==> src/rtl/colgen_pkg.sv <==
// Shared codes and the captured-configuration record for the column sequencer.
// Assumes the burst length code is three bits wide.
package colgen_pkg;
    localparam logic [2:0] BL_CODE_1    = 3'd0;
    localparam logic [2:0] BL_CODE_2    = 3'd1;
    localparam logic [2:0] BL_CODE_4    = 3'd2;
    localparam logic [2:0] BL_CODE_8    = 3'd3;
    localparam logic [2:0] BL_CODE_PAGE = 3'd7;

    typedef struct packed {
        logic [2:0] bl;
        logic       interleave;
        logic       wr_single;
    } burst_cfg_t;
endpackage

==> src/rtl/sdram_burst_ctrl.sv <==
// Burst state holder. It accepts column commands, keeps the start column and
// the beat count, and ends the burst on its last beat, on a stop, or when a
// new command arrives.
// Assumes COL_W >= 3. A new command takes priority over a stop.
module sdram_burst_ctrl
    import colgen_pkg::*;
#(
    parameter int COL_W = 8
) (
    input  logic             clk,
    input  logic             rst_n,
    input  burst_cfg_t       cfg,
    input  logic             cmd_rd,
    input  logic             cmd_wr,
    input  logic [COL_W-1:0] cmd_col,
    input  logic             cmd_stop,
    output logic             active,
    output logic             is_wr,
    output logic             seq_il,
    output logic [COL_W-1:0] base,
    output logic [COL_W-1:0] cnt,
    output logic [COL_W-1:0] mask
);
    logic             active_q, is_wr_q, page_q, il_q;
    logic [COL_W-1:0] base_q, cnt_q, mask_q;
    logic             start;

    // Low-bit mask for a length code; a full page covers every column bit
    function automatic logic [COL_W-1:0] len_mask(input logic [2:0] code);
        logic [COL_W-1:0] m;
        case (code)
            BL_CODE_2:    m = COL_W'(1);
            BL_CODE_4:    m = COL_W'(3);
            BL_CODE_8:    m = COL_W'(7);
            BL_CODE_PAGE: m = '1;
            default:      m = '0;
        endcase
        return m;
    endfunction

    assign start = cmd_rd | cmd_wr;

    // Burst state update: start, stop, advance or finish
    always_ff @(posedge clk) begin
        if (!rst_n) begin
            active_q <= 1'b0;
            is_wr_q  <= 1'b0;
            page_q   <= 1'b0;
            il_q     <= 1'b0;
            base_q   <= '0;
            cnt_q    <= '0;
            mask_q   <= '0;
        end else if (start) begin
            active_q <= 1'b1;
            is_wr_q  <= cmd_wr;
            base_q   <= cmd_col;
            cnt_q    <= '0;
            il_q     <= cfg.interleave;
            if (cmd_wr && cfg.wr_single) begin
                mask_q <= '0;
                page_q <= 1'b0;
            end else begin
                mask_q <= len_mask(cfg.bl);
                page_q <= (cfg.bl == BL_CODE_PAGE);
            end
        end else if (cmd_stop) begin
            active_q <= 1'b0;
        end else if (active_q) begin
            if (!page_q && (cnt_q == mask_q)) begin
                active_q <= 1'b0;
            end
            cnt_q <= cnt_q + COL_W'(1);
        end
    end

    assign active = active_q;
    assign is_wr  = is_wr_q;
    assign seq_il = il_q & ~page_q;
    assign base   = base_q;
    assign cnt    = cnt_q;
    assign mask   = mask_q;
endmodule

==> src/rtl/sdram_col_order.sv <==
// Column order logic. It combines the start column and the beat index into
// the beat's column. The low bits (under mask) count up or are XORed; the
// upper bits keep the start value.
// Assumes mask is a contiguous run of ones from bit 0. IL_EN = 0 builds
// only the counting order.
module sdram_col_order #(
    parameter int COL_W = 8,
    parameter bit IL_EN = 1'b1
) (
    input  logic [COL_W-1:0] base,
    input  logic [COL_W-1:0] cnt,
    input  logic [COL_W-1:0] mask,
    input  logic             interleave,
    output logic [COL_W-1:0] col
);
    logic [COL_W-1:0] low;

    generate
        if (IL_EN) begin : g_both
            // Pick the counting or the XOR order
            assign low = interleave ? (base ^ cnt) : (base + cnt);
        end else begin : g_seq_only
            // Counting order only
            assign low = base + cnt;
        end
    endgenerate

    assign col = (base & ~mask) | (low & mask);
endmodule

==> src/rtl/sdram_rd_timing.sv <==
// Read timing. It delays each read beat by the programmed latency to form
// rd_valid, and delays the byte mask by DQM_LAT cycles to gate the lane
// enables.
// Assumes MAX_CL >= 2 and DQM_LAT >= 1. A latency of 0 acts as 1, and a
// latency above MAX_CL is clipped to MAX_CL.
module sdram_rd_timing #(
    parameter int LANES   = 4,
    parameter int MAX_CL  = 3,
    parameter int DQM_LAT = 2
) (
    input  logic             clk,
    input  logic             rst_n,
    input  logic             rd_beat,
    input  logic [1:0]       cas_lat,
    input  logic [LANES-1:0] dqm,
    output logic             rd_valid,
    output logic [LANES-1:0] rd_oe
);
    localparam int SEL_W = $clog2(MAX_CL);

    logic [MAX_CL-1:0] pipe_q;
    logic [SEL_W-1:0]  tap;
    logic [LANES-1:0]  dqm_q [DQM_LAT];

    // Shift the read-beat marks along the latency line
    always_ff @(posedge clk) begin
        if (!rst_n) pipe_q <= '0;
        else        pipe_q <= {pipe_q[MAX_CL-2:0], rd_beat};
    end

    generate
        for (genvar s = 0; s < DQM_LAT; s++) begin : g_dqm
            if (s == 0) begin : g_first
                // First stage of the mask delay
                always_ff @(posedge clk) begin
                    if (!rst_n) dqm_q[s] <= '0;
                    else        dqm_q[s] <= dqm;
                end
            end else begin : g_next
                // Later stages of the mask delay
                always_ff @(posedge clk) begin
                    if (!rst_n) dqm_q[s] <= '0;
                    else        dqm_q[s] <= dqm_q[s-1];
                end
            end
        end
    endgenerate

    // Pick the pipeline tap for the current latency
    always_comb begin
        if (cas_lat == 2'd0)             tap = '0;
        else if (int'(cas_lat) > MAX_CL) tap = SEL_W'(MAX_CL - 1);
        else                             tap = SEL_W'(int'(cas_lat) - 1);
    end

    assign rd_valid = pipe_q[tap];
    assign rd_oe    = rd_valid ? ~dqm_q[DQM_LAT-1] : '0;
endmodule

==> src/rtl/sdram_burst_colgen.sv <==
// Top of the column sequencer. It joins the burst state, the column order
// and the read timing, and applies the write byte mask with no delay.
// Assumes decoded mode fields are held steady around each command.
module sdram_burst_colgen
    import colgen_pkg::*;
#(
    parameter int COL_W  = 8,
    parameter int LANES  = 4,
    parameter int MAX_CL = 3
) (
    input  logic             clk,
    input  logic             rst_n,
    input  logic [2:0]       cfg_burst_len,
    input  logic             cfg_interleave,
    input  logic [1:0]       cfg_cas_lat,
    input  logic             cfg_wr_single,
    input  logic             cmd_rd,
    input  logic             cmd_wr,
    input  logic [COL_W-1:0] cmd_col,
    input  logic             cmd_stop,
    input  logic [LANES-1:0] dqm,
    output logic [COL_W-1:0] col_addr,
    output logic             col_valid,
    output logic             col_is_wr,
    output logic             wr_en,
    output logic [LANES-1:0] wr_byte_en,
    output logic             rd_valid,
    output logic [LANES-1:0] rd_oe
);
    burst_cfg_t       cfg;
    logic             active, is_wr, seq_il;
    logic [COL_W-1:0] base, cnt, mask, col;

    assign cfg = '{bl: cfg_burst_len, interleave: cfg_interleave,
                   wr_single: cfg_wr_single};

    sdram_burst_ctrl #(.COL_W(COL_W)) ctrl_i (
        .clk(clk), .rst_n(rst_n), .cfg(cfg),
        .cmd_rd(cmd_rd), .cmd_wr(cmd_wr), .cmd_col(cmd_col), .cmd_stop(cmd_stop),
        .active(active), .is_wr(is_wr), .seq_il(seq_il),
        .base(base), .cnt(cnt), .mask(mask)
    );

    sdram_col_order #(.COL_W(COL_W), .IL_EN(1'b1)) order_i (
        .base(base), .cnt(cnt), .mask(mask), .interleave(seq_il), .col(col)
    );

    sdram_rd_timing #(.LANES(LANES), .MAX_CL(MAX_CL), .DQM_LAT(2)) rdt_i (
        .clk(clk), .rst_n(rst_n), .rd_beat(active & ~is_wr),
        .cas_lat(cfg_cas_lat), .dqm(dqm), .rd_valid(rd_valid), .rd_oe(rd_oe)
    );

    assign col_addr   = active ? col : '0;
    assign col_valid  = active;
    assign col_is_wr  = active & is_wr;
    assign wr_en      = active & is_wr;
    assign wr_byte_en = (active & is_wr) ? ~dqm : '0;
endmodule

==> config.mk <==
export PLATFORM = sky130hd
export DESIGN_NAME = sdram_burst_colgen
export DESIGN_NICKNAME = d
export VERILOG_FILES = /design/src/rtl/colgen_pkg.sv /design/src/rtl/sdram_burst_ctrl.sv /design/src/rtl/sdram_col_order.sv /design/src/rtl/sdram_rd_timing.sv /design/src/rtl/sdram_burst_colgen.sv
export SDC_FILE = /design/constraint.sdc
export NUM_CORES = 1
export LEC_CHECK = 0
export ABC_AREA = 1
export ABC_CLOCK_PERIOD_IN_PS = 3000
export BUFFER_PORTS_ARGS = -buffer_cell sky130_fd_sc_hd__buf_2
export CORE_ASPECT_RATIO = 2
export CORE_MARGIN = 4
export CORE_UTILIZATION = 45
export DETAILED_ROUTE_END_ITERATION = 8
export PLACE_DENSITY_LB_ADDON = 0.1
export SETUP_SLACK_MARGIN = 0.15
export SYNTH_ARGS = -nofsm -noshare
export SYNTH_HDL_FRONTEND = slang
export SYNTH_SLANG_ARGS = --single-unit
==> constraint.sdc <==
create_clock -name clk -period 3 [get_ports clk]
set_input_delay 0.45 -clock clk [delete_from_list [all_inputs] [get_ports clk]]
set_output_delay 0.45 -clock clk [all_outputs]
set_load 0.02 [all_outputs]
==> flow_summary.toml, run 1 <==
[outcome]
status = "finished clean"

[power]
leakagePower_nw = 1.15
ir_worst_vdd_mv = 0.301
p_int_w = 0.000778
powerDensity_mw_per_mm2 = 475
clockPowerShare = 0.390
p_seq_frac = 0.481
swShare = 0.256
power_switching_w = 0.000268
p_comb_frac = 0.129

[synthesis]
synth_area_leaders = "dfxtp_1 38%, nand2_1 9.8%, nor2_1 9.6%"
seq_area_frac_synth = 0.381
synth_area_leader_cell = "dfxtp_1"
syn_nets = 296
synth_edf_count = 0
synth_ff_type = "dfxtp_1"
avgSynthCellArea_um2 = 6.99
ys_seq_elements = 35
synthCells = 263
ys_warn_count = 0
yosys.cell_types.count = 28
synth_most_common_cell = "nand2_1"
ys_async_sr_fraction = 0
yosys-top-cells-count = "48 x nand2_1, 47 x nor2_1, 36 x inv_1"
yosys.area.top_type_share = 0.381
syn_area_mm2 = 0.00184

[sta]
tightest_slew_ps = 559
rsz0062_at_grt = "false"
period_share = 0.831
final_max_slew_viol_count = 0
report.final.hold_viol_count = 0
layout_min_cycle_time_ps = 2490
setup_viol = 0
fin_setup_tns_ps = 0
fmax_ghz = 0.401
hold_slack_ps = 358
relSlewSlack = 0.624
finClkSkew_ps = 8.15

[setup_path]
cp_data_arrival_time_ps = 2040
r2r-end = "ctrl_i.cnt[4]"
r2r_cells = 6
rr_startpoint = "ctrl_i.active"
ff2ff_setup_slack_ps = 1520
critical_path_class = "reg -> out"
slowest_stage = "dfxtp_1"
setup.worst_path.start_class = "register"
worstPathRequired_ps = 2550
endpoint_kind = "output pin"
cp_cell_sequence = "ha_1 > fa_1 > nand3_1 > nand2_1 > nand2_1 > xor2_1 > nand2_1 > o211ai_1 > inv_1 > buf_2"
crit_fanout = 7
worst_path_most_repeated_cell = "nand2_1"
slowest_delay_ps = 390

[clock_tree]
h-tree-depth = 2
cts_tree = "built"
post-cts-setup-buffers = 0
clk_path_buf_depth = 2
cts_hold_buf = 0
cts_sinks = 35
clk_latency_ps = 290
cts_buffers = 5
clkTransAtPathRegs_ps = 70
cts-root-buf = "clkbuf_8"
cts_resized = 0

[finish]
diodes = 0
fill_cells = 422
drive_gt1_frac = 0.192
multi_input_area_um2 = 972
syn_to_final_growth_pct = 19.7
layout.nets = 341
seq_area_um2 = 701

[global_routing]
grt_pass1_wl_mm = 7.40
top_usage_layer = "met2"
met2_usage = 0.341
grt_pass1_vias = 1675
met3_usage = 0.0321
grtUsageTotal = 0.187
antenna_found_initial = 0
grt.overflow.total = 0
groute.layer.met1.usage = 0.191
grt_max_degree = 22

[run]
drv_cap = 0

[drt]
drc = 0
drt-pass1-iter-count = 4
vias = 1760
detail-route-antenna-nets = 0
wirelength_mm = 4.36
drt_iter0_drc = 14
vias_per_cell = 4.90
wl_per_cell_um = 12.1

[floorplan]
ios = 44
initial_core_util = 0.473
die_h_um = 98.4
core_mm2 = 0.00388
rows = 32
die_w_um = 53.2
die_area_mm2 = 0.00523

[place]
io_buffers = 43
dp_hpwl_mm = 3.55
routabilityCongestion = 0.879

[min_path]
whs_path_depth = 3
hold_start = "dqm[2]"
hold_end = "rdt_i.dqm_q[0][2]"
min_path_type = "in -> reg"
flip-flops by register name, summed over array words and instances (netlist names):
signal,count
ctrl_i.active,1
ctrl_i.base,8
ctrl_i.cnt,8
ctrl_i.il_q,1
ctrl_i.is_wr,1
ctrl_i.mask,4
ctrl_i.page_q,1
rdt_i.dqm_q,8
rdt_i.pipe_q,3
cell usage in the layout (no fill, tap or decap), drive strengths merged:
master    netlist  final
xnor2           1      1
a21oi          12     12
nand3          14     14
nand3b          2      2
nand2          48     48
xor2            3      3
o21a            1      1
o211ai          6      6
o21ai          25     25
and3            1      1
or2             1      1
ha              8      8
nor2           52     52
nand4           3      3
buf             1     43
clkinvlp        0      1
a32o            1      1
clkbuf          4      5
inv            38     38
fa              1      1
bufinv          0      1
nor3            3      3
nor4            2      2
dfxtp          35     35
a31oi           1      1
kinds of logic (layout without fill, tap and decap cells):
group,Yosys count,count (layout),share of synthesized area
compound gates,46,46,0.138
xor+xnor,4,4,0.0191
fa+ha+maj,9,9,0.0654
buf+inv,43,88,0.0899
flops,35,35,0.381
simple gates,126,126,0.306
critical path, delay by kind of cell (launching register included):
| kind | cells | cell delay, ps |
|---|---|---|
| AO/OA/AOI/OAI | 1 | 90 |
| XOR/XNOR | 1 | 140 |
| adder cells (fa/ha/maj) | 2 | 630 |
| buffers and inverters | 2 | 200 |
| flip-flops | 1 | 390 |
| AND/OR/NAND/NOR | 4 | 300 |
worst max-delay path by stage:
stage                       end  slack (ps)     startpoint
global route        col_addr[6]         340  ctrl_i.cnt[0]
CTS                 col_addr[4]         480  ctrl_i.cnt[0]
finish              col_addr[4]         510  ctrl_i.cnt[0]
detailed placement  col_addr[4]         800  ctrl_i.cnt[0]
global placement    col_addr[4]         820  ctrl_i.cnt[0]
floorplan           col_addr[4]         990  ctrl_i.cnt[0]
metrics by stage:
stage               std cells  utilization  total power [W]  cell area (um2)  setup WS (ps)
floorplan                 263            -         0.000597             1840            993
global placement          352        0.539         0.000649             2090            824
detailed placement        352        0.539         0.000650             2090            799
CTS                       359        0.567          0.00106             2200            484
global route              359        0.567          0.00109             2200            338
finish                    359        0.567          0.00105             2200            506
power groups by stage:
stage	clock (W)	sequential (W)	combinational, W
after detailed placement	0	0.000514	0.000136
final	0.000408	0.000503	0.000134
after global placement	0	0.000514	0.000135
after global routing	0.000429	0.000506	0.000155
after CTS	0.000419	0.000503	0.000137
after floorplan	0	0.000508	0.0000889
cell type report:
class	instances	area share
multi-input cells	185	0.442
repair buffers	43	0.0978
inverters	38	0.0648
flip-flops and latches	35	0.318
well taps	51	0.0290
clock inverters	2	0.0171
clock buffers	5	0.0313
metal layers:
| metal | share of wire | up-vias |
|---|---|---|
| li1 | - | 935 |
| met4 | 0.045 | 0 |
| met5 | 0 | - |
| met1 | 0.36 | 774 |
| met3 | 0.042 | 12 |
| met2 | 0.55 | 39 |
No activity file was read; power rests on OpenSTA's default activity.
==> run 2, diff against run 1 <==
--- a/config.mk
+++ b/config.mk
@@ -5,8 +5,8 @@
 export SDC_FILE = /design/constraint.sdc
 export NUM_CORES = 1
 export LEC_CHECK = 0
-export ABC_AREA = 1
-export ABC_CLOCK_PERIOD_IN_PS = 3000
+export ABC_AREA = 0
+export ABC_CLOCK_PERIOD_IN_PS = 2600
 export BUFFER_PORTS_ARGS = -buffer_cell sky130_fd_sc_hd__buf_2
 export CORE_ASPECT_RATIO = 2
 export CORE_MARGIN = 4
==> constraint.sdc (replaced) <==
create_clock -name clk -period 2.6 [get_ports clk]
set_input_delay 0.39 -clock clk [delete_from_list [all_inputs] [get_ports clk]]
set_output_delay 0.39 -clock clk [all_outputs]
set_load 0.02 [all_outputs]
==> flow_summary.toml, run 2 <==
[outcome]
status = "finished clean"

[clock_tree]
cts_hold_buf = 0
clk_latency_ps = 290
h-tree-depth = 2
clkTransAtPathRegs_ps = 80
cts-root-buf = "clkbuf_8"
cts_buffers = 5
cts_sinks = 35
clk_path_buf_depth = 2
cts_tree = "built"

[setup_path]
crit_fanout = 3
setup.worst_path.start_class = "register"
slowest_delay_ps = 360
slowest_stage = "dfxtp_4"
r2r_cells = 5
endpoint_kind = "output pin"
rr_startpoint = "ctrl_i.active"
worstPathRequired_ps = 2210
cp_cell_sequence = "ha_4 > fa_2 > a21o_1 > a21oi_2 > nor2_1 > xnor2_1 > a211oi_2 > buf_4"
path_delay_family = "compound AO/OA/AOI/OAI gates"
ff2ff_setup_slack_ps = 920
r2r-end = "ctrl_i.cnt[5]"
timing.critical_path.buf_inv = 1
critical_path_class = "reg -> out"
cp_data_arrival_time_ps = 2090

[finish]
seq_area_um2 = 717
final_common_cell = "buf_2"
postLayoutCellArea_mm2 = 0.00235
drive_gt1_frac = 0.298
syn_to_final_growth_pct = 27.4
final_core_util = 0.598
multi_input_area_mm2 = 0.00116
layout.nets = 297
diodes = 0
fill_cells = 403
layout_common_cells = "41 x buf_2, 33 x nand2_1, 28 x dfxtp_1"

[global_routing]
grt_max_degree = 26
antenna_found_initial = 0
grt_pass1_wl_mm = 7.20
grtUsageTotal = 0.184
grt.overflow.total = 0
grt_pass1_vias = 1571

[synthesis]
synth_edf_count = 0
yosys.cell_types.count = 43
syn_nets = 248
synth_xor_area_frac = 0.0618
synth_top_family_by_area = "simple AND/OR/NAND/NOR gates"
synth_area_leaders = "dfxtp_1 38%, nand2_1 6.7%, ha_1 5.4%"
synth_compound_area_frac = 0.180
yosys-top-cells-count = "35 x dfxtp_1, 33 x nand2_1, 24 x nor2_1"
ys_seq_elements = 35
synthAdderAreaFrac = 0.0652
synth_most_common_cell = "dfxtp_1"
synth_ff_type = "dfxtp_1"
syn_area_mm2 = 0.00184
synth_area_leader_cell = "dfxtp_1"
synthSimpleGateAreaFrac = 0.258
avgSynthCellArea_um2 = 8.57
synthCells = 215
muxShareOfSynthArea = 0.0217
ys_async_sr_fraction = 0
seq_area_frac_synth = 0.380
yosys.area.top_type_share = 0.380
ys_warn_count = 0

[drt]
vias_per_cell = 5.26
detail-route-antenna-nets = 0
vias = 1662
wirelength_mm = 4.56
wl_per_cell_um = 14.4
drt-pass1-iter-count = 4
drt_iter0_drc = 20
drc = 0

[floorplan]
rows = 32
die_area_mm2 = 0.00525
ios = 44
core_mm2 = 0.00392
die_w_um = 53.3
die_h_um = 98.5
initial_core_util = 0.470

[sta]
rsz0062_at_grt = "true"
relSlewSlack = 0.648
period_share = 0.953
tightest_slew_ps = 528
setup_viol = 0
fmax_ghz = 0.404
report.final.hold_viol_count = 0
final_max_slew_viol_count = 0
fin_setup_tns_ps = 0
layout_min_cycle_time_ps = 2480
finClkSkew_ps = 2.96

[power]
leakagePower_nw = 1.09
ir_worst_vdd_mv = 0.543
powerDensity_mw_per_mm2 = 530

[run]
drv_cap = 0

[min_path]
whs_path_depth = 2
min_path_type = "in -> reg"
hold_end = "rdt_i.dqm_q[0][0]"
hold_start = "dqm[0]"

[place]
place_area_mm2 = 0.00211
dp_hpwl_mm = 3.37
io_buffers = 43
routabilityCongestion = 0.837
-- run 2: changes by cell type in the layout (fill, tap and decap cells not counted), moves of 13 or more --
cell / change
nand3_1: -13
nor2_1: -23
nand2_1: -15
inv_1: -32
and2_1: +13
o21ai_0: -16
-- run 2: per-stage QoR --
stage | hold WS (ps) | std cells | worst slack, ps | total power, W
3_3_place_gp | 413 | 305 | 222 | 0.000746
5_1_grt | 324 | 316 | 25.5 | 0.00130
6_report | 311 | 316 | 122 | 0.00124
2_1_floorplan | 411 | 215 | 247 | 0.000689
4_1_cts | 310 | 315 | 151 | 0.00125
3_5_place_dp | 423 | 305 | 190 | 0.000748
-- run 2: kinds of logic after synthesis --
logic type	count (synthesis)
flip-flops	35
multiplexers	4
XOR/XNOR	13
AO/OA/AOI/OAI	48
buffers and inverters	12
adder cells (fa/ha/maj)	9
AND/OR/NAND/NOR	94
-- run 2: routing by layer --
metal,routed length (um),global-route usage,up-vias
met5,0,0,-
met4,123,0.0866,0
met3,200,0.0363,14
met2,2410,0.327,43
met1,1820,0.194,764
li1,-,-,841
-- run 2: worst max path at each step --
| stage | from | end | slack (ps) | depth (start not counted) |
|---|---|---|---|---|
| global route | ctrl_i.cnt[0] | col_addr[4] | 30 | 8 |
| finish | ctrl_i.cnt[0] | col_addr[4] | 120 | 8 |
| detailed placement | ctrl_i.cnt[0] | col_addr[4] | 190 | 8 |
| floorplan | ctrl_i.cnt[1] | col_addr[7] | 250 | 4 |
| global placement | ctrl_i.cnt[0] | col_addr[4] | 220 | 8 |
| CTS | ctrl_i.base[1] | col_addr[7] | 150 | 7 |
-- run 2: power breakdown --
part	switching, W	internal, W	leakage [nW]	total [W]
registers	0.0000258	0.000556	0.291	0.000582
clock network	0.000210	0.000290	0.0587	0.000500
logic	0.0000924	0.0000699	0.741	0.000162
total	0.000328	0.000916	1.09	0.00124
-- run 2: layout make-up --
class | instances | share of cell area
multi-input combinational | 168 | 0.495
sequential | 35 | 0.305
timing repair buffer | 49 | 0.113
clock buffer | 5 | 0.0293
tap | 51 | 0.0272
clock inverter | 3 | 0.0203
inverter | 5 | 0.0101
-- run 2: timing repair --
action | 4_1_cts | 5_1_grt
endpoints found under the hold margin | 0 | 0
buffers inserted | 2 | 1
setup endpoints to repair | 3 | 4
pin swaps | 7 | 0
resized for setup | 20 | 3
